[config.mk]
export PLATFORM = sky130hd
export DESIGN_NAME = sticky_lock_regs
export DESIGN_NICKNAME = d
export VERILOG_FILES = /design/src/rtl/sticky_lock_pkg.sv /design/src/rtl/sticky_lock_ctl.sv /design/src/rtl/sticky_lock_dp.sv /design/src/rtl/sticky_lock_regs.sv
export SDC_FILE = /design/constraint.sdc
export NUM_CORES = 1
export LEC_CHECK = 0
export CAP_MARGIN = 20
export CORE_MARGIN = 5
export CORE_UTILIZATION = 25
export CTS_CLUSTER_DIAMETER = 80
export DETAILED_ROUTE_END_ITERATION = 10
export GPL_TIMING_DRIVEN = 0
export PLACE_DENSITY = 0.65
export SLEW_MARGIN = 20
export SYNTH_ARGS = -nofsm -noshare
export SYNTH_HDL_FRONTEND = slang
export SYNTH_HIERARCHICAL = 1
export SYNTH_SLANG_ARGS = --single-unit
[constraint.sdc]
create_clock -name clk -period 1.7 [get_ports clk]
set_input_delay 0.255 -clock clk [delete_from_list [all_inputs] [get_ports clk]]
set_output_delay 0.255 -clock clk [all_outputs]
set_load 0.01 [all_outputs]
[src/rtl/sticky_lock_pkg.sv]
package sticky_lock_pkg;
  localparam int CTRL_W = 12;
  localparam int LOCK_W = 4;

  // Control bit span frozen by each lock bit (index = lock bit).
  localparam int GRP_LO [LOCK_W] = '{0, 7, 8, 9};
  localparam int GRP_HI [LOCK_W] = '{6, 7, 8, 11};

  typedef enum logic [1:0] {
    RD_NONE = 2'd0,
    RD_CTRL = 2'd1,
    RD_LOCK = 2'd2
  } rdSel_e;

  typedef struct packed {
    logic   ctrlWr;
    logic   lockWr;
    logic   ctrlClr;
    rdSel_e rdSel;
  } strobes_t;
endpackage

[src/rtl/sticky_lock_ctl.sv]
module sticky_lock_ctl
  import sticky_lock_pkg::*;
#(
  parameter int ADDR_W   = 4,
  parameter int CTRL_OFS = 0,
  parameter int LOCK_OFS = 2
) (
  input  logic              softRst,
  input  logic              wrEn,
  input  logic [ADDR_W-1:0] wrAddr,
  input  logic [ADDR_W-1:0] rdAddr,
  output strobes_t          strobes
);
  localparam logic [ADDR_W-1:0] CTRL_A = ADDR_W'(CTRL_OFS);
  localparam logic [ADDR_W-1:0] LOCK_A = ADDR_W'(LOCK_OFS);

  logic wrAllowed;

  always_comb begin
    wrAllowed       = wrEn && !softRst;
    strobes.ctrlClr = softRst;
    strobes.ctrlWr  = wrAllowed && (wrAddr == CTRL_A);
    strobes.lockWr  = wrAllowed && (wrAddr == LOCK_A);
    if (rdAddr == CTRL_A)      strobes.rdSel = RD_CTRL;
    else if (rdAddr == LOCK_A) strobes.rdSel = RD_LOCK;
    else                       strobes.rdSel = RD_NONE;
  end
endmodule

[src/rtl/sticky_lock_dp.sv]
module sticky_lock_dp
  import sticky_lock_pkg::*;
#(
  parameter int DATA_W = 32
) (
  input  logic              clk,
  input  logic              porRstN,
  input  strobes_t          strobes,
  input  logic [DATA_W-1:0] wrData,
  output logic [CTRL_W-1:0] ctrlQ,
  output logic [LOCK_W-1:0] lockQ,
  output logic [DATA_W-1:0] rdData
);
  logic [CTRL_W-1:0] frozenMask;
  logic [CTRL_W-1:0] ctrlNext;
  logic [LOCK_W-1:0] lockNext;

  for (genvar k = 0; k < LOCK_W; k++) begin : g_mask
    localparam int SPAN = GRP_HI[k] - GRP_LO[k] + 1;
    assign frozenMask[GRP_HI[k]:GRP_LO[k]] = {SPAN{lockQ[k]}};
  end

  // The control update uses the lock word as it stood before this cycle.
  always_comb begin
    ctrlNext = ctrlQ;
    if (strobes.ctrlClr)
      ctrlNext = '0;
    else if (strobes.ctrlWr)
      ctrlNext = (ctrlQ & frozenMask) | (wrData[CTRL_W-1:0] & ~frozenMask);
  end

  always_comb begin
    lockNext = lockQ;
    if (strobes.lockWr)
      lockNext = lockQ | wrData[LOCK_W-1:0];
  end

  always_ff @(posedge clk or negedge porRstN) begin
    if (!porRstN) ctrlQ <= '0;
    else          ctrlQ <= ctrlNext;
  end

  // Soft reset deliberately does not reach this register.
  always_ff @(posedge clk or negedge porRstN) begin
    if (!porRstN) lockQ <= '0;
    else          lockQ <= lockNext;
  end

  always_comb begin
    unique case (strobes.rdSel)
      RD_CTRL: rdData = DATA_W'(ctrlQ);
      RD_LOCK: rdData = DATA_W'(lockQ);
      default: rdData = '0;
    endcase
  end
endmodule

[src/rtl/sticky_lock_regs.sv]
module sticky_lock_regs
  import sticky_lock_pkg::*;
#(
  parameter int ADDR_W   = 4,
  parameter int DATA_W   = 32,
  parameter int CTRL_OFS = 0,
  parameter int LOCK_OFS = 2
) (
  input  logic              clk,
  input  logic              porRstN,
  input  logic              softRst,
  input  logic              wrEn,
  input  logic [ADDR_W-1:0] wrAddr,
  input  logic [DATA_W-1:0] wrData,
  input  logic [ADDR_W-1:0] rdAddr,
  output logic [DATA_W-1:0] rdData,
  output logic [2:0]        cryptoModeEn,
  output logic              faultMitEn,
  output logic              secureEn,
  output logic [6:0]        dbgEn
);
  strobes_t          strobes;
  logic [CTRL_W-1:0] ctrlQ;
  logic [LOCK_W-1:0] lockQ;

  sticky_lock_ctl #(
    .ADDR_W(ADDR_W), .CTRL_OFS(CTRL_OFS), .LOCK_OFS(LOCK_OFS)
  ) u_ctl (
    .softRst(softRst), .wrEn(wrEn), .wrAddr(wrAddr),
    .rdAddr(rdAddr), .strobes(strobes)
  );

  sticky_lock_dp #(.DATA_W(DATA_W)) u_dp (
    .clk(clk), .porRstN(porRstN), .strobes(strobes), .wrData(wrData),
    .ctrlQ(ctrlQ), .lockQ(lockQ), .rdData(rdData)
  );

  assign cryptoModeEn = ctrlQ[11:9];
  assign faultMitEn   = ctrlQ[8];
  assign secureEn     = ctrlQ[7];
  assign dbgEn        = ctrlQ[6:0];
endmodule

# Word-level counts from Yosys, hierarchy flattened
# Cells that the tools add are included.
# op_classes
eq_ne	4
n_mux	5
bitwise_logic	5
n_reduce_logical	7
# op_table
op	n
$and A12 B12 Y12	2
$mux W12	2
$pmux W12 S2	1
$not A12 Y12	1
$or A12 B12 Y12	1
$eq A4 B2 Y1 const B	2
$logic_not A4 Y1	2
$mux W2	2
$or A4 B4 Y4	1
$logic_and A1 B1 Y1	3
$eq A2 B1 Y1 const B	1
$eq A2 B2 Y1 const B	1
$reduce_bool A2 Y1	1
$logic_not A1 Y1	1
# totals
register_bits	16
out_inout_bits	44

# Longest topological paths before layout
# Gate-level depths: netlist of the first run.
# depth
depth_word	5
depth_mapped	6
mapped_depth_nobuf	5

# Cells and area by module
# Netlist of the first run, hierarchy kept.
# by_module_without_submodules
mod	instances	cells_each	area_per_inst_um2
sticky_lock_dp	1	105	1034.7
sticky_lock_ctl	1	8	53.8

# Least setup slack after synthesis of the first run
# OpenSTA, ideal clock, no wires.
# synth_path
path_type	input port to flip-flop
start	in wrAddr[1]
end	reg u_dp.ctrlQ[0]
arrival_time_ps	1469
setup_slack_ps	109
cell_stages	5
path_buffers	1
cell_sequence	or4_1 nor2_1 buf_6 and2b_4 o21ai_1
# synth_rtl
element	line	text
start: declaration	sticky_lock_regs.sv:13	input logic [ADDR_W-1:0] wrAddr,
end signal: assignment	sticky_lock_dp.sv:40	else ctrlQ <= ctrlNext;
end: declaration	sticky_lock_dp.sv:10	output logic [CTRL_W-1:0] ctrlQ,

==> impl_table.tex, run 1 <==
\begin{tabular}{lr}
\hline
Metric & Value \\
\hline
\multicolumn{2}{l}{\textbf{Run status}} \\
\quad Outcome & complete, no violations \\
\multicolumn{2}{l}{\textbf{Worst setup path}} \\
\quad Category of the most critical setup path & primary input to flop \\
\quad Nature of the critical path startpoint & primary input \\
\quad Data required time at the worst endpoint & 1.84 ns \\
\quad Kind of end point of the critical path & flop \\
\quad Critical path data arrival time & 1.79 ns \\
\quad Highest net fanout along the worst path & 10 \\
\multicolumn{2}{l}{\textbf{Clocking}} \\
\quad Max clock buf depth & 2 \\
\quad Buffer type at the clock tree root & sky130\_fd\_sc\_hd\_\_clkbuf\_8 \\
\quad Htree depth & 1 \\
\quad Clock edge transition at the registers on the reported setup and hold paths & 0.06 ns \\
\quad Number of clock sinks & 16 \\
\quad Cts bufs inserted & 3 \\
\quad TritonCTS clock tree & built \\
\quad Clock insertion delay at the later pin of the skew report & 0.25 ns \\
\multicolumn{2}{l}{\textbf{Finish}} \\
\quad Layout Utilization & 0.4248 \\
\quad Final net count & 234 \\
\quad Most frequent cells in the layout & sky130\_fd\_sc\_hd\_\_clkdlybuf4s50\_1, sky130\_fd\_sc\_hd\_\_buf\_4, sky130\_fd\_sc\_hd\_\_conb\_1, sky130\_fd\_sc\_hd\_\_dfrtp\_1, sky130\_fd\_sc\_hd\_\_buf\_2 \\
\quad Area growth, synth to finish & 67.59\% \\
\quad Filler cell count in the final layout & 439 \\
\quad Leading cell type in the layout, fill and taps excluded & sky130\_fd\_sc\_hd\_\_clkdlybuf4s50\_1 \\
\quad Post-route cell area & 1824 sq um \\
\quad Fraction of final layout cells with drive strength greater than 1 & 0.3102 \\
\quad Ant diodes & 0 \\
\multicolumn{2}{l}{\textbf{STA}} \\
\quad Portion of the clock cycle consumed by the worst path in the final layout & 0.9732 \\
\quad Min Hold Slack & 0.4404 ns \\
\quad Setup repair after global routing missed its margin & yes \\
\quad Final number of setup-violating endpoints & 0 \\
\quad Post-layout min period & 1.654 ns \\
\quad Hold Violations, Final & 0 \\
\quad Total negative slack & 0 ns \\
\quad Fin worst setup slack & 0.04556 ns \\
\quad Final max-slew violation count & 0 \\
\quad Timing-limited maximum frequency & slightly above 0.6 GHz \\
\quad Final Skew & 0.0004303 ns \\
\quad Transition time at the pin with the least slew margin & 0.7632 ns \\
\quad Max-Slew Margin vs Limit & 0.4865 \\
\multicolumn{2}{l}{\textbf{Global route}} \\
\quad Global route overflow & 0 \\
\quad Pin count of the biggest net entering global routing & 17 \\
\quad Total routing usage reported by global routing & 0.09734 \\
\quad Initial antenna violation count & 0 \\
\quad First-pass GRT wire length & between 4000 and 5000 um \\
\quad Number of global-route vias before repair & 941 \\
\multicolumn{2}{l}{\textbf{Die}} \\
\quad Site row count & 24 \\
\quad Starting Density & 0.2535 \\
\quad Die area & 5774 sq um \\
\quad Die height & 75.99 um \\
\quad Area inside the core boundary & 4294 sq um \\
\quad Die X & 75.99 um \\
\quad Count of pins on the block boundary & 88 \\
\multicolumn{2}{l}{\textbf{Synth}} \\
\quad Synth Area per Inst & 9.633 sq um \\
\quad Post-synthesis sequential area ratio & 0.3678 \\
\quad Most area-consuming cells after synthesis & sky130\_fd\_sc\_hd\_\_dfrtp\_1, sky130\_fd\_sc\_hd\_\_buf\_4, sky130\_fd\_sc\_hd\_\_nand4bb\_1 \\
\quad Gate count of the mapped netlist & 113 \\
\quad Cell accounting for the most synthesized area & sky130\_fd\_sc\_hd\_\_dfrtp\_1 \\
\quad Yosys warning total & 6 \\
\quad Cell area after technology mapping & 1089 sq um \\
\quad Fraction of synthesized cell area taken by the top area cell type & 0.3678 \\
\quad Number of synthesized register bits & 16 \\
\quad Number of library cell types mapped by synthesis & 21 \\
\multicolumn{2}{l}{\textbf{Placement}} \\
\quad Worst slack, placed & -1.027 ns \\
\quad Count of buffers inserted at the top-level ports & 47 \\
\quad Post-DP HPWL & 2261 um \\
\quad Total cell area at the placement stage & 1695 sq um \\
\quad Global placement routability congestion & 0.7184 \\
\multicolumn{2}{l}{\textbf{Drt}} \\
\quad Overall routed net length & 2989 um \\
\quad Initial drt markers & 28 \\
\quad Number of iterations in the first detailed-routing pass & 4 \\
\quad Average wire per cell in the routed design & 12.51 um \\
\quad DRC violations left & 0 \\
\quad Antenna violation net count after detailed routing & 0 \\
\quad Post-detailed-route via-to-cell ratio & 4.063 \\
\quad Number of vias after detailed routing & roughly 970 \\
\multicolumn{2}{l}{\textbf{Power}} \\
\quad Maximum ir drop on the vdd rail & 228.7 uV \\
\quad Leakage power figure & 0.0008424 uW \\
\quad Power per unit of standard cell area & 541.9 nW/um\^{}2 \\
\multicolumn{2}{l}{\textbf{Run}} \\
\quad Max-cap violations & 0 \\
\multicolumn{2}{l}{\textbf{Min path}} \\
\quad Hold WC Path Type & primary input to async pin \\
\hline
\end{tabular}
cells by family (layout without fill, tap and decap cells):
family                   count (synthesis)  count (layout)  synth area share
AND/OR/NAND/NOR                         47              47            0.3230
buffers and inverters                   27              82            0.1724
AO/OA/AOI/OAI                           20              20            0.1103
flip-flops                              16              16            0.3678
adder cells (fa/ha/maj)                  2               2           0.02298
other                                    1              20          0.003445
worst max-delay path, cell delays in order:
cell and delay [ns]:
sky130_fd_sc_hd__clkdlybuf4s50_1 0.42, sky130_fd_sc_hd__or4_4 0.55, sky130_fd_sc_hd__nor2_4 0.14, sky130_fd_sc_hd__buf_6 0.14, sky130_fd_sc_hd__and2b_4 0.20, sky130_fd_sc_hd__o21ai_1 0.08
registers in the layout (all words and copies together), names as in the netlist:
name        flops
u_dp/lockQ      4
u_dp/ctrlQ     12
repair_timing:
action,CTS,global route
gates resized for setup,80,10
hold buffers,0,0
setup endpoints to repair,24,14
setup buffers,3,0
pin swaps,5,6
gates cloned,1,0
routing by layer:
| metal | track usage | vias to the layer above | share of wire | routed length [um] |
|---|---|---|---|---|
| met2 | 0.1567 | 43 | 0.49 | 1462 |
| met1 | 0.1173 | 425 | 0.40 | 1197 |
| met4 | 0.03203 | 0 | 0.010 | 31 |
| li1 | - | 499 | - | - |
| met3 | 0.03901 | 4 | 0.10 | 298 |
| met5 | 0 | - | 0 | 0 |
final timing paths:
| path | startpoint | slack [ns] | to | cells past startpoint |
|---|---|---|---|---|
| worst max register to register | u_dp/lockQ[0] | 0.66 | u_dp/ctrlQ[1] | 2 |
| max in group asynchronous | porRstN | 0.80 | u_dp/ctrlQ[10] | 1 |
| worst min-delay path | porRstN | 0.44 | u_dp/ctrlQ[5] | 1 |
| min in group clk | u_dp/lockQ[1] | 0.55 | u_dp/lockQ[1] | 1 |
| worst min register to register | u_dp/lockQ[1] | 0.55 | u_dp/lockQ[1] | 1 |
| worst max-delay path | wrAddr[1] | 0.05 | u_dp/ctrlQ[1] | 6 |
cell type report:
class | instances | area, sq um | share of cell area
multi-input combinational | 89 | 658.1 | 0.3608
timing repair buffer | 51 | 447.9 | 0.2455
sequential | 16 | 400.4 | 0.2195
buffer | 25 | 190.2 | 0.1043
tap | 52 | 65.06 | 0.03567
clock buffer | 4 | 55.05 | 0.03018
inverter | 2 | 7.507 | 0.004115
cell usage after synthesis (all sizes together):
| master | number |
|---|---|
| a21o | 4 |
| a22oi | 4 |
| and2 | 8 |
| and2b | 2 |
| buf | 22 |
| clkbuf | 3 |
| conb | 1 |
| dfrtp | 16 |
| ha | 2 |
| inv | 2 |
| nand2b | 13 |
| nand4bb | 12 |
| nor2 | 5 |
| nor2b | 2 |
| nor4 | 2 |
| nor4b | 1 |
| o21ai | 12 |
| or2b | 1 |
| or4 | 1 |
where the power goes:
part | switching (uW) | leakage (uW) | internal [uW] | total (uW)
registers | 34.0 | 0.000218 | 401 | 435
clock network | 135 | 0.0000288 | 205 | 340
logic | 76.1 | 0.000596 | 138 | 214
metrics by stage:
step                total power, uW  std cells
floorplan                     542.4        132
global placement              629.1        231
detailed placement            629.9        231
CTS                           988.6        239
global route                   1033        239
finish                        988.5        239
Power figures use the tool's default switching activity.
==> run 2, diff against run 1 <==
--- a/config.mk
+++ b/config.mk
@@ -6,9 +6,8 @@
 export NUM_CORES = 1
 export LEC_CHECK = 0
 export CAP_MARGIN = 20
-export CORE_MARGIN = 5
 export CORE_UTILIZATION = 25
-export CTS_CLUSTER_DIAMETER = 80
+export CTS_CLUSTER_DIAMETER = 60
 export DETAILED_ROUTE_END_ITERATION = 10
 export GPL_TIMING_DRIVEN = 0
 export PLACE_DENSITY = 0.65
==> run 2 against run 1 <==
  * Count of clock-buffer cells in the layout is the same
  * Sequential share of layout area down 0.090 points
  * Fmax rose by 0.30%
  * Critical path type is now primary input to output port
  * Highest routed layer unchanged
  * Register-to-register slack hardly changed
==> impl_table.tex, run 2 (synthesis gave the netlist of run 1 again) <==
\begin{tabular}{lr}
\hline
Metric & Value \\
\hline
\multicolumn{2}{l}{\textbf{Worst setup path}} \\
\quad Critical path data arrival time & 1.39 ns \\
\quad Nature of the critical path startpoint & primary input \\
\quad Kind of end point of the critical path & output port \\
\quad Highest net fanout along the worst path & 3 \\
\quad Category of the most critical setup path & primary input to output port \\
\quad Reg-to-reg setup timing slack & 0.67 ns \\
\quad Data required time at the worst endpoint & 1.44 ns \\
\multicolumn{2}{l}{\textbf{Finish}} \\
\quad Filler cell count in the final layout & 404 \\
\quad Final net count & 235 \\
\quad Area used by sequential logic in the layout & 400.4 sq um \\
\quad Area growth, synth to finish & 68.28\% \\
\quad Layout Cells excl Fill & 238 \\
\quad Registers with the most flip-flops & u\_dp/ctrlQ x12, u\_dp/lockQ x4 \\
\quad Leading cell type in the layout, fill and taps excluded & sky130\_fd\_sc\_hd\_\_clkdlybuf4s50\_1 \\
\quad Ant diodes & 0 \\
\quad Most frequent cells in the layout & sky130\_fd\_sc\_hd\_\_clkdlybuf4s50\_1, sky130\_fd\_sc\_hd\_\_buf\_4, sky130\_fd\_sc\_hd\_\_conb\_1, sky130\_fd\_sc\_hd\_\_dfrtp\_1 \\
\quad Register bank with the most flops & u\_dp/ctrlQ \\
\quad Max FFs per register & 12 \\
\quad Post-route cell area & 1832 sq um \\
\quad Fraction of final layout cells with drive strength greater than 1 & 0.3191 \\
\quad Footprint of the multi-input gates & approximately 660 sq um \\
\multicolumn{2}{l}{\textbf{Drt}} \\
\quad DRC violations left & 0 \\
\quad Number of vias after detailed routing & roughly 1,000 \\
\quad Post-detailed-route via-to-cell ratio & 4.210 \\
\quad Average wire per cell in the routed design & 11.74 um \\
\quad Antenna violation net count after detailed routing & 0 \\
\quad Initial drt markers & 21 \\
\quad Overall routed net length & 2795 um \\
\quad Number of iterations in the first detailed-routing pass & 4 \\
\multicolumn{2}{l}{\textbf{Placement}} \\
\quad Global placement routability congestion & between 0.7 and 0.8 \\
\quad Post-DP HPWL & 1987 um \\
\quad Count of buffers inserted at the top-level ports & 47 \\
\quad Total cell area at the placement stage & approximately 1700 sq um \\
\quad Placed Instances & 229 \\
\quad Worst slack, placed & -1.043 ns \\
\multicolumn{2}{l}{\textbf{Global route}} \\
\quad Pin count of the biggest net entering global routing & 17 \\
\quad Global route overflow & 0 \\
\quad Number of global-route vias before repair & 877 \\
\quad Initial antenna violation count & 0 \\
\quad First-pass GRT wire length & 4215 um \\
\quad Total routing usage reported by global routing & 0.1247 \\
\multicolumn{2}{l}{\textbf{STA}} \\
\quad Setup repair after global routing missed its margin & yes \\
\quad Hold Violations, Final & 0 \\
\quad Final max-slew violation count & 0 \\
\quad Timing-limited maximum frequency & 0.6063 GHz \\
\quad Final Skew & about 0.0017 ns \\
\quad Final number of setup-violating endpoints & 0 \\
\quad Max-Slew Margin vs Limit & 0.4647 \\
\quad Fin worst setup slack & 0.05054 ns \\
\quad Portion of the clock cycle consumed by the worst path in the final layout & 0.9703 \\
\quad Transition time at the pin with the least slew margin & around 0.80 ns \\
\quad Post-layout min period & roughly 1.6 ns \\
\multicolumn{2}{l}{\textbf{Run status}} \\
\quad Outcome & complete, no violations \\
\multicolumn{2}{l}{\textbf{Die}} \\
\quad Die X & 67.99 um \\
\quad Site row count & 23 \\
\quad Area inside the core boundary & 4086 sq um \\
\quad Starting Density & 0.2664 \\
\quad Die area & approximately 4600 sq um \\
\quad Count of pins on the block boundary & 88 \\
\quad Die height & between 60 and 70 um \\
\multicolumn{2}{l}{\textbf{Power}} \\
\quad Leakage power figure & 0.0008489 uW \\
\quad Maximum ir drop on the vdd rail & around 240 uV \\
\quad Share of power burned in the clock network & 0.344 \\
\quad Switch share & 0.2470 \\
\quad Sequential share of power & 0.437 \\
\quad Power dissipated by switching net loads & 244.3 uW \\
\quad Internal Dissipation & 744.9 uW \\
\quad Power per unit of standard cell area & between 500 and 600 nW/um\^{}2 \\
\quad Combinational share of power & 0.218 \\
\multicolumn{2}{l}{\textbf{Clocking}} \\
\quad Quantity of hold-fixing buffers added after cts & 0 \\
\quad Max clock buf depth & 2 \\
\quad Buffer type at the clock tree root & sky130\_fd\_sc\_hd\_\_clkbuf\_8 \\
\quad Htree depth & 1 \\
\quad Clock edge transition at the registers on the reported setup and hold paths & 0.07 ns \\
\quad TritonCTS clock tree & built \\
\quad Cts bufs inserted & 3 \\
\quad Number of clock sinks & 16 \\
\quad Clock insertion delay at the later pin of the skew report & between 0.2 and 0.3 ns \\
\multicolumn{2}{l}{\textbf{Run}} \\
\quad Max-cap violations & 0 \\
\multicolumn{2}{l}{\textbf{Min path}} \\
\quad Hold WC Path Type & primary input to async pin \\
\hline
\end{tabular}
==> run 2: changes by cell type in the layout (fill, tap and decap cells not counted) <==
cell                    delta
sky130_fd_sc_hd__inv_1     -1
sky130_fd_sc_hd__inv_2     +1
sky130_fd_sc_hd__buf_2     -1
sky130_fd_sc_hd__buf_4     +2
==> run 2: critical path: stages <==
cell	delay (ns)
sky130_fd_sc_hd__buf_8	0.10
sky130_fd_sc_hd__nor4b_4	0.30
sky130_fd_sc_hd__inv_2	0.08
sky130_fd_sc_hd__ha_4	0.19
sky130_fd_sc_hd__buf_6	0.12
sky130_fd_sc_hd__a22oi_2	0.15
sky130_fd_sc_hd__nor2_1	0.06
sky130_fd_sc_hd__buf_2	0.14
==> run 2: final cells by class <==
class	count	share of cell area
timing repair buffer	52	0.2493
tap	50	0.03415
inverter	2	0.004098
multi-input combinational	89	0.3593
clock buffer	4	0.03005
buffer	25	0.1045
sequential	16	0.2186
==> run 2: what timing repair did <==
action / CTS / global route
cloned: 1 / 0
hold endpoints to repair: 0 / 0
resized for setup: 83 / 9
setup endpoints to repair: 24 / 16
setup buffers: 3 / 1
pin swaps: 6 / 8
==> run 2: stage by stage <==
step / hold WS (ns) / TNS (ns) / total power [uW] / util
floorplan: -0.04059 / 0 / 542.4 / -
global placement: 0.4982 / -17.16 / 629.8 / 0.4143
detailed placement: 0.4992 / -17.53 / 630.8 / 0.4143
CTS: 0.4640 / -0.005295 / 984.8 / 0.4403
global route: 0.5080 / -0.005559 / 1039 / 0.4483
finish: 0.4489 / 0 / 989.2 / 0.4483
==> run 2: layer usage <==
layer,part of all wire,global-route usage,vias up
met5,0,0,-
met4,0.0068,0.03906,0
met3,0.099,0.03167,4
met2,0.46,0.2034,51
met1,0.43,0.1596,447
li1,-,-,500
==> run 2: worst paths after layout <==
| path | startpoint | depth (start not counted) | endpoint |
|---|---|---|---|
| worst max register to register | u_dp/lockQ[0] | 2 | u_dp/ctrlQ[2] |
| worst min register to register | u_dp/lockQ[2] | 1 | u_dp/lockQ[2] |
| min in group clk | u_dp/lockQ[2] | 1 | u_dp/lockQ[2] |
| worst max-delay path | rdAddr[0] | 8 | rdData[3] |
| worst min-delay path | porRstN | 1 | u_dp/ctrlQ[6] |
| max in group asynchronous | porRstN | 1 | u_dp/ctrlQ[2] |
==> run 2: power groups by stage <==
stage | registers (uW) | logic [uW] | clock network [uW]
CTS | 433 | 209 | 343
finish | 433 | 216 | 340
detailed placement | 437 | 194 | 0
floorplan | 427 | 115 | 0
global placement | 437 | 193 | 0
global route | 438 | 232 | 368
==> run 3, diff against run 2 <==
--- a/config.mk
+++ b/config.mk
@@ -11,6 +11,7 @@
 export DETAILED_ROUTE_END_ITERATION = 10
 export GPL_TIMING_DRIVEN = 0
 export PLACE_DENSITY = 0.65
+export SKIP_LAST_GASP = 1
 export SLEW_MARGIN = 20
 export SYNTH_ARGS = -nofsm -noshare
 export SYNTH_HDL_FRONTEND = slang
==> run 3 against run 2 <==
  * Clock skew about the same
  * Fmax about the same
  * Final area increased by 0.20%
  * Critical path depth unchanged
  * Via count increased by 0.30%
  * Sequential power about the same
  * Critical path type unchanged
  * Flip-flop and latch count unchanged
  * Clock power about the same
  * Sequential share of layout area about the same
  * Cell count unchanged
==> impl_table.tex, run 3 (synthesis gave the netlist of run 1 again) <==
\begin{tabular}{lr}
\hline
Metric & Value \\
\hline
\multicolumn{2}{l}{\textbf{Power}} \\
\quad Share of power burned in the clock network & 0.344 \\
\quad Switch share & 0.2474 \\
\quad Maximum ir drop on the vdd rail & 238.9 uV \\
\quad Power per unit of standard cell area & 539.8 nW/um\^{}2 \\
\quad Power dissipated by switching net loads & approximately 250 uW \\
\quad Combinational share of power & 0.219 \\
\quad Leakage power figure & between 0.0008 and 0.0009 uW \\
\quad Sequential share of power & 0.437 \\
\quad Internal Dissipation & around 750 uW \\
\multicolumn{2}{l}{\textbf{STA}} \\
\quad Final max-slew violation count & 0 \\
\quad Final number of setup-violating endpoints & 0 \\
\quad Total negative slack & 0 ns \\
\quad Max-Slew Margin vs Limit & 0.4647 \\
\quad Transition time at the pin with the least slew margin & $\sim$0.80 ns \\
\quad Post-layout min period & 1.649 ns \\
\quad Setup repair after global routing missed its margin & yes \\
\quad Min Hold Slack & 0.4493 ns \\
\quad Final Skew & 0.001203 ns \\
\quad Fin worst setup slack & 0.05076 ns \\
\quad Portion of the clock cycle consumed by the worst path in the final layout & 0.9701 \\
\quad Timing-limited maximum frequency & 0.6063 GHz \\
\quad Hold Violations, Final & 0 \\
\multicolumn{2}{l}{\textbf{Die}} \\
\quad Die X & 67.99 um \\
\quad Die area & 4622 sq um \\
\quad Starting Density & 0.2664 \\
\quad Count of pins on the block boundary & 88 \\
\quad Die height & 67.99 um \\
\quad Site row count & 23 \\
\quad Area inside the core boundary & 4086 sq um \\
\multicolumn{2}{l}{\textbf{Finish}} \\
\quad Fraction of final layout cells with drive strength greater than 1 & 0.3191 \\
\quad Layout Cells excl Fill & 238 \\
\quad Filler cell count in the final layout & about 400 \\
\quad Ant diodes & 0 \\
\quad Post-route cell area & 1836 sq um \\
\quad Area used by sequential logic in the layout & 400.4 sq um \\
\quad Register bank with the most flops & u\_dp/ctrlQ \\
\quad Most frequent cells in the layout & sky130\_fd\_sc\_hd\_\_clkdlybuf4s50\_1, sky130\_fd\_sc\_hd\_\_buf\_4, sky130\_fd\_sc\_hd\_\_conb\_1, sky130\_fd\_sc\_hd\_\_dfrtp\_1 \\
\quad Final net count & approximately 240 \\
\quad Max FFs per register & 12 \\
\quad Area growth, synth to finish & 68.62\% \\
\quad Leading cell type in the layout, fill and taps excluded & sky130\_fd\_sc\_hd\_\_clkdlybuf4s50\_1 \\
\quad Footprint of the multi-input gates & 658.1 sq um \\
\quad Registers with the most flip-flops & u\_dp/ctrlQ x12, u\_dp/lockQ x4 \\
\multicolumn{2}{l}{\textbf{Drt}} \\
\quad Average wire per cell in the routed design & 11.75 um \\
\quad Number of iterations in the first detailed-routing pass & 4 \\
\quad Antenna violation net count after detailed routing & 0 \\
\quad Number of vias after detailed routing & about 1,000 \\
\quad DRC violations left & 0 \\
\quad Overall routed net length & 2797 um \\
\quad Post-detailed-route via-to-cell ratio & around 4.2 \\
\quad Initial drt markers & 21 \\
\multicolumn{2}{l}{\textbf{Clocking}} \\
\quad Cts bufs inserted & 3 \\
\quad Quantity of hold-fixing buffers added after cts & 0 \\
\quad TritonCTS clock tree & built \\
\quad Clock edge transition at the registers on the reported setup and hold paths & 0.07 ns \\
\quad Max clock buf depth & 2 \\
\quad Number of clock sinks & 16 \\
\quad Buffer type at the clock tree root & sky130\_fd\_sc\_hd\_\_clkbuf\_8 \\
\quad Htree depth & 1 \\
\quad Clock insertion delay at the later pin of the skew report & 0.25 ns \\
\multicolumn{2}{l}{\textbf{Min path}} \\
\quad Hold WC Path Type & primary input to async pin \\
\multicolumn{2}{l}{\textbf{Worst setup path}} \\
\quad Highest net fanout along the worst path & 3 \\
\quad Beginning of the worst register-to-register path & u\_dp/lockQ[0] \\
\quad Largest stage delay on the critical path & 0.30 ns \\
\quad Crit path launch & rdAddr[0] \\
\quad Cell chain of the critical path & buf\_8 > nor4b\_4 > inv\_2 > ha\_4 > buf\_6 > a22oi\_2 > nor2\_1 > buf\_2 \\
\quad Critical path data arrival time & about 1.4 ns \\
\quad Worst Path Buf+Inv & 4 \\
\quad Nature of the critical path startpoint & primary input \\
\quad Gate family responsible for the most delay along the worst path & buffers and inverters \\
\quad Category of the most critical setup path & primary input to output port \\
\quad Data required time at the worst endpoint & 1.44 ns \\
\quad Kind of end point of the critical path & output port \\
\quad Master of the slowest instance on the critical path & sky130\_fd\_sc\_hd\_\_nor4b\_4 \\
\multicolumn{2}{l}{\textbf{Placement}} \\
\quad Post-DP HPWL & 1987 um \\
\quad Worst slack, placed & -1.043 ns \\
\quad Count of buffers inserted at the top-level ports & 47 \\
\quad Total cell area at the placement stage & 1693 sq um \\
\quad Placed Instances & 229 \\
\quad Global placement routability congestion & 0.7452 \\
\multicolumn{2}{l}{\textbf{Global route}} \\
\quad Initial antenna violation count & 0 \\
\quad First-pass GRT wire length & 4215 um \\
\quad Total routing usage reported by global routing & 0.1247 \\
\quad Number of global-route vias before repair & 877 \\
\quad Pin count of the biggest net entering global routing & 17 \\
\quad Global route overflow & 0 \\
\multicolumn{2}{l}{\textbf{Run status}} \\
\quad Outcome & complete, no violations \\
\multicolumn{2}{l}{\textbf{Run}} \\
\quad Max-cap violations & 0 \\
\hline
\end{tabular}
==> run 3: worst paths after layout <==
check	end	slack (ns)	cells past startpoint
setup / recovery	rdData[3]	0.05	8
hold / removal	u_dp/ctrlQ[6]	0.45	1
setup reg to reg	u_dp/ctrlQ[2]	0.67	2
hold reg to reg	u_dp/lockQ[2]	0.53	1
max in group asynchronous	u_dp/ctrlQ[2]	0.78	1
min in group clk	u_dp/lockQ[2]	0.53	1
==> run 3: area by class of cell <==
| class | instances | area share |
|---|---|---|
| Buffer | 25 | 0.1043 |
| Inverter | 2 | 0.004090 |
| Tap cell | 50 | 0.03408 |
| Timing Repair Buffer | 52 | 0.2509 |
| Sequential cell | 16 | 0.2181 |
| Multi-Input combinational cell | 89 | 0.3586 |
| Clock buffer | 4 | 0.02999 |
==> run 3: per-layer routing <==
metal,part of all wire,track usage,wire length (um),vias up
met5,0,0,0,-
met4,0.0068,0.03906,19,0
met3,0.099,0.03167,277,4
met2,0.46,0.2034,1286,51
met1,0.43,0.1596,1213,449
li1,-,-,-,501
==> run 3: power groups by stage <==
stage,combinational (uW),sequential (uW),clock [uW]
2_1_floorplan,115,427,0
3_3_place_gp,193,437,0
3_5_place_dp,194,437,0
4_1_cts,208,433,343
5_1_grt,233,438,368
6_report,217,433,341
==> run 3: through the flow <==
stage          utilization  total power, uW
2_1_floorplan            -            542.4
6_report            0.4492            990.8
5_1_grt             0.4492             1039
4_1_cts             0.4397            984.1
3_5_place_dp        0.4143            630.8
3_3_place_gp        0.4143            629.8
==> run 3: what timing repair did <==
action | in CTS | in global routing
setup endpoints to repair | 24 | 18
gates cloned | 1 | 0
gates resized for setup | 82 | 11
setup buffers | 3 | 1
pin swaps | 5 | 9
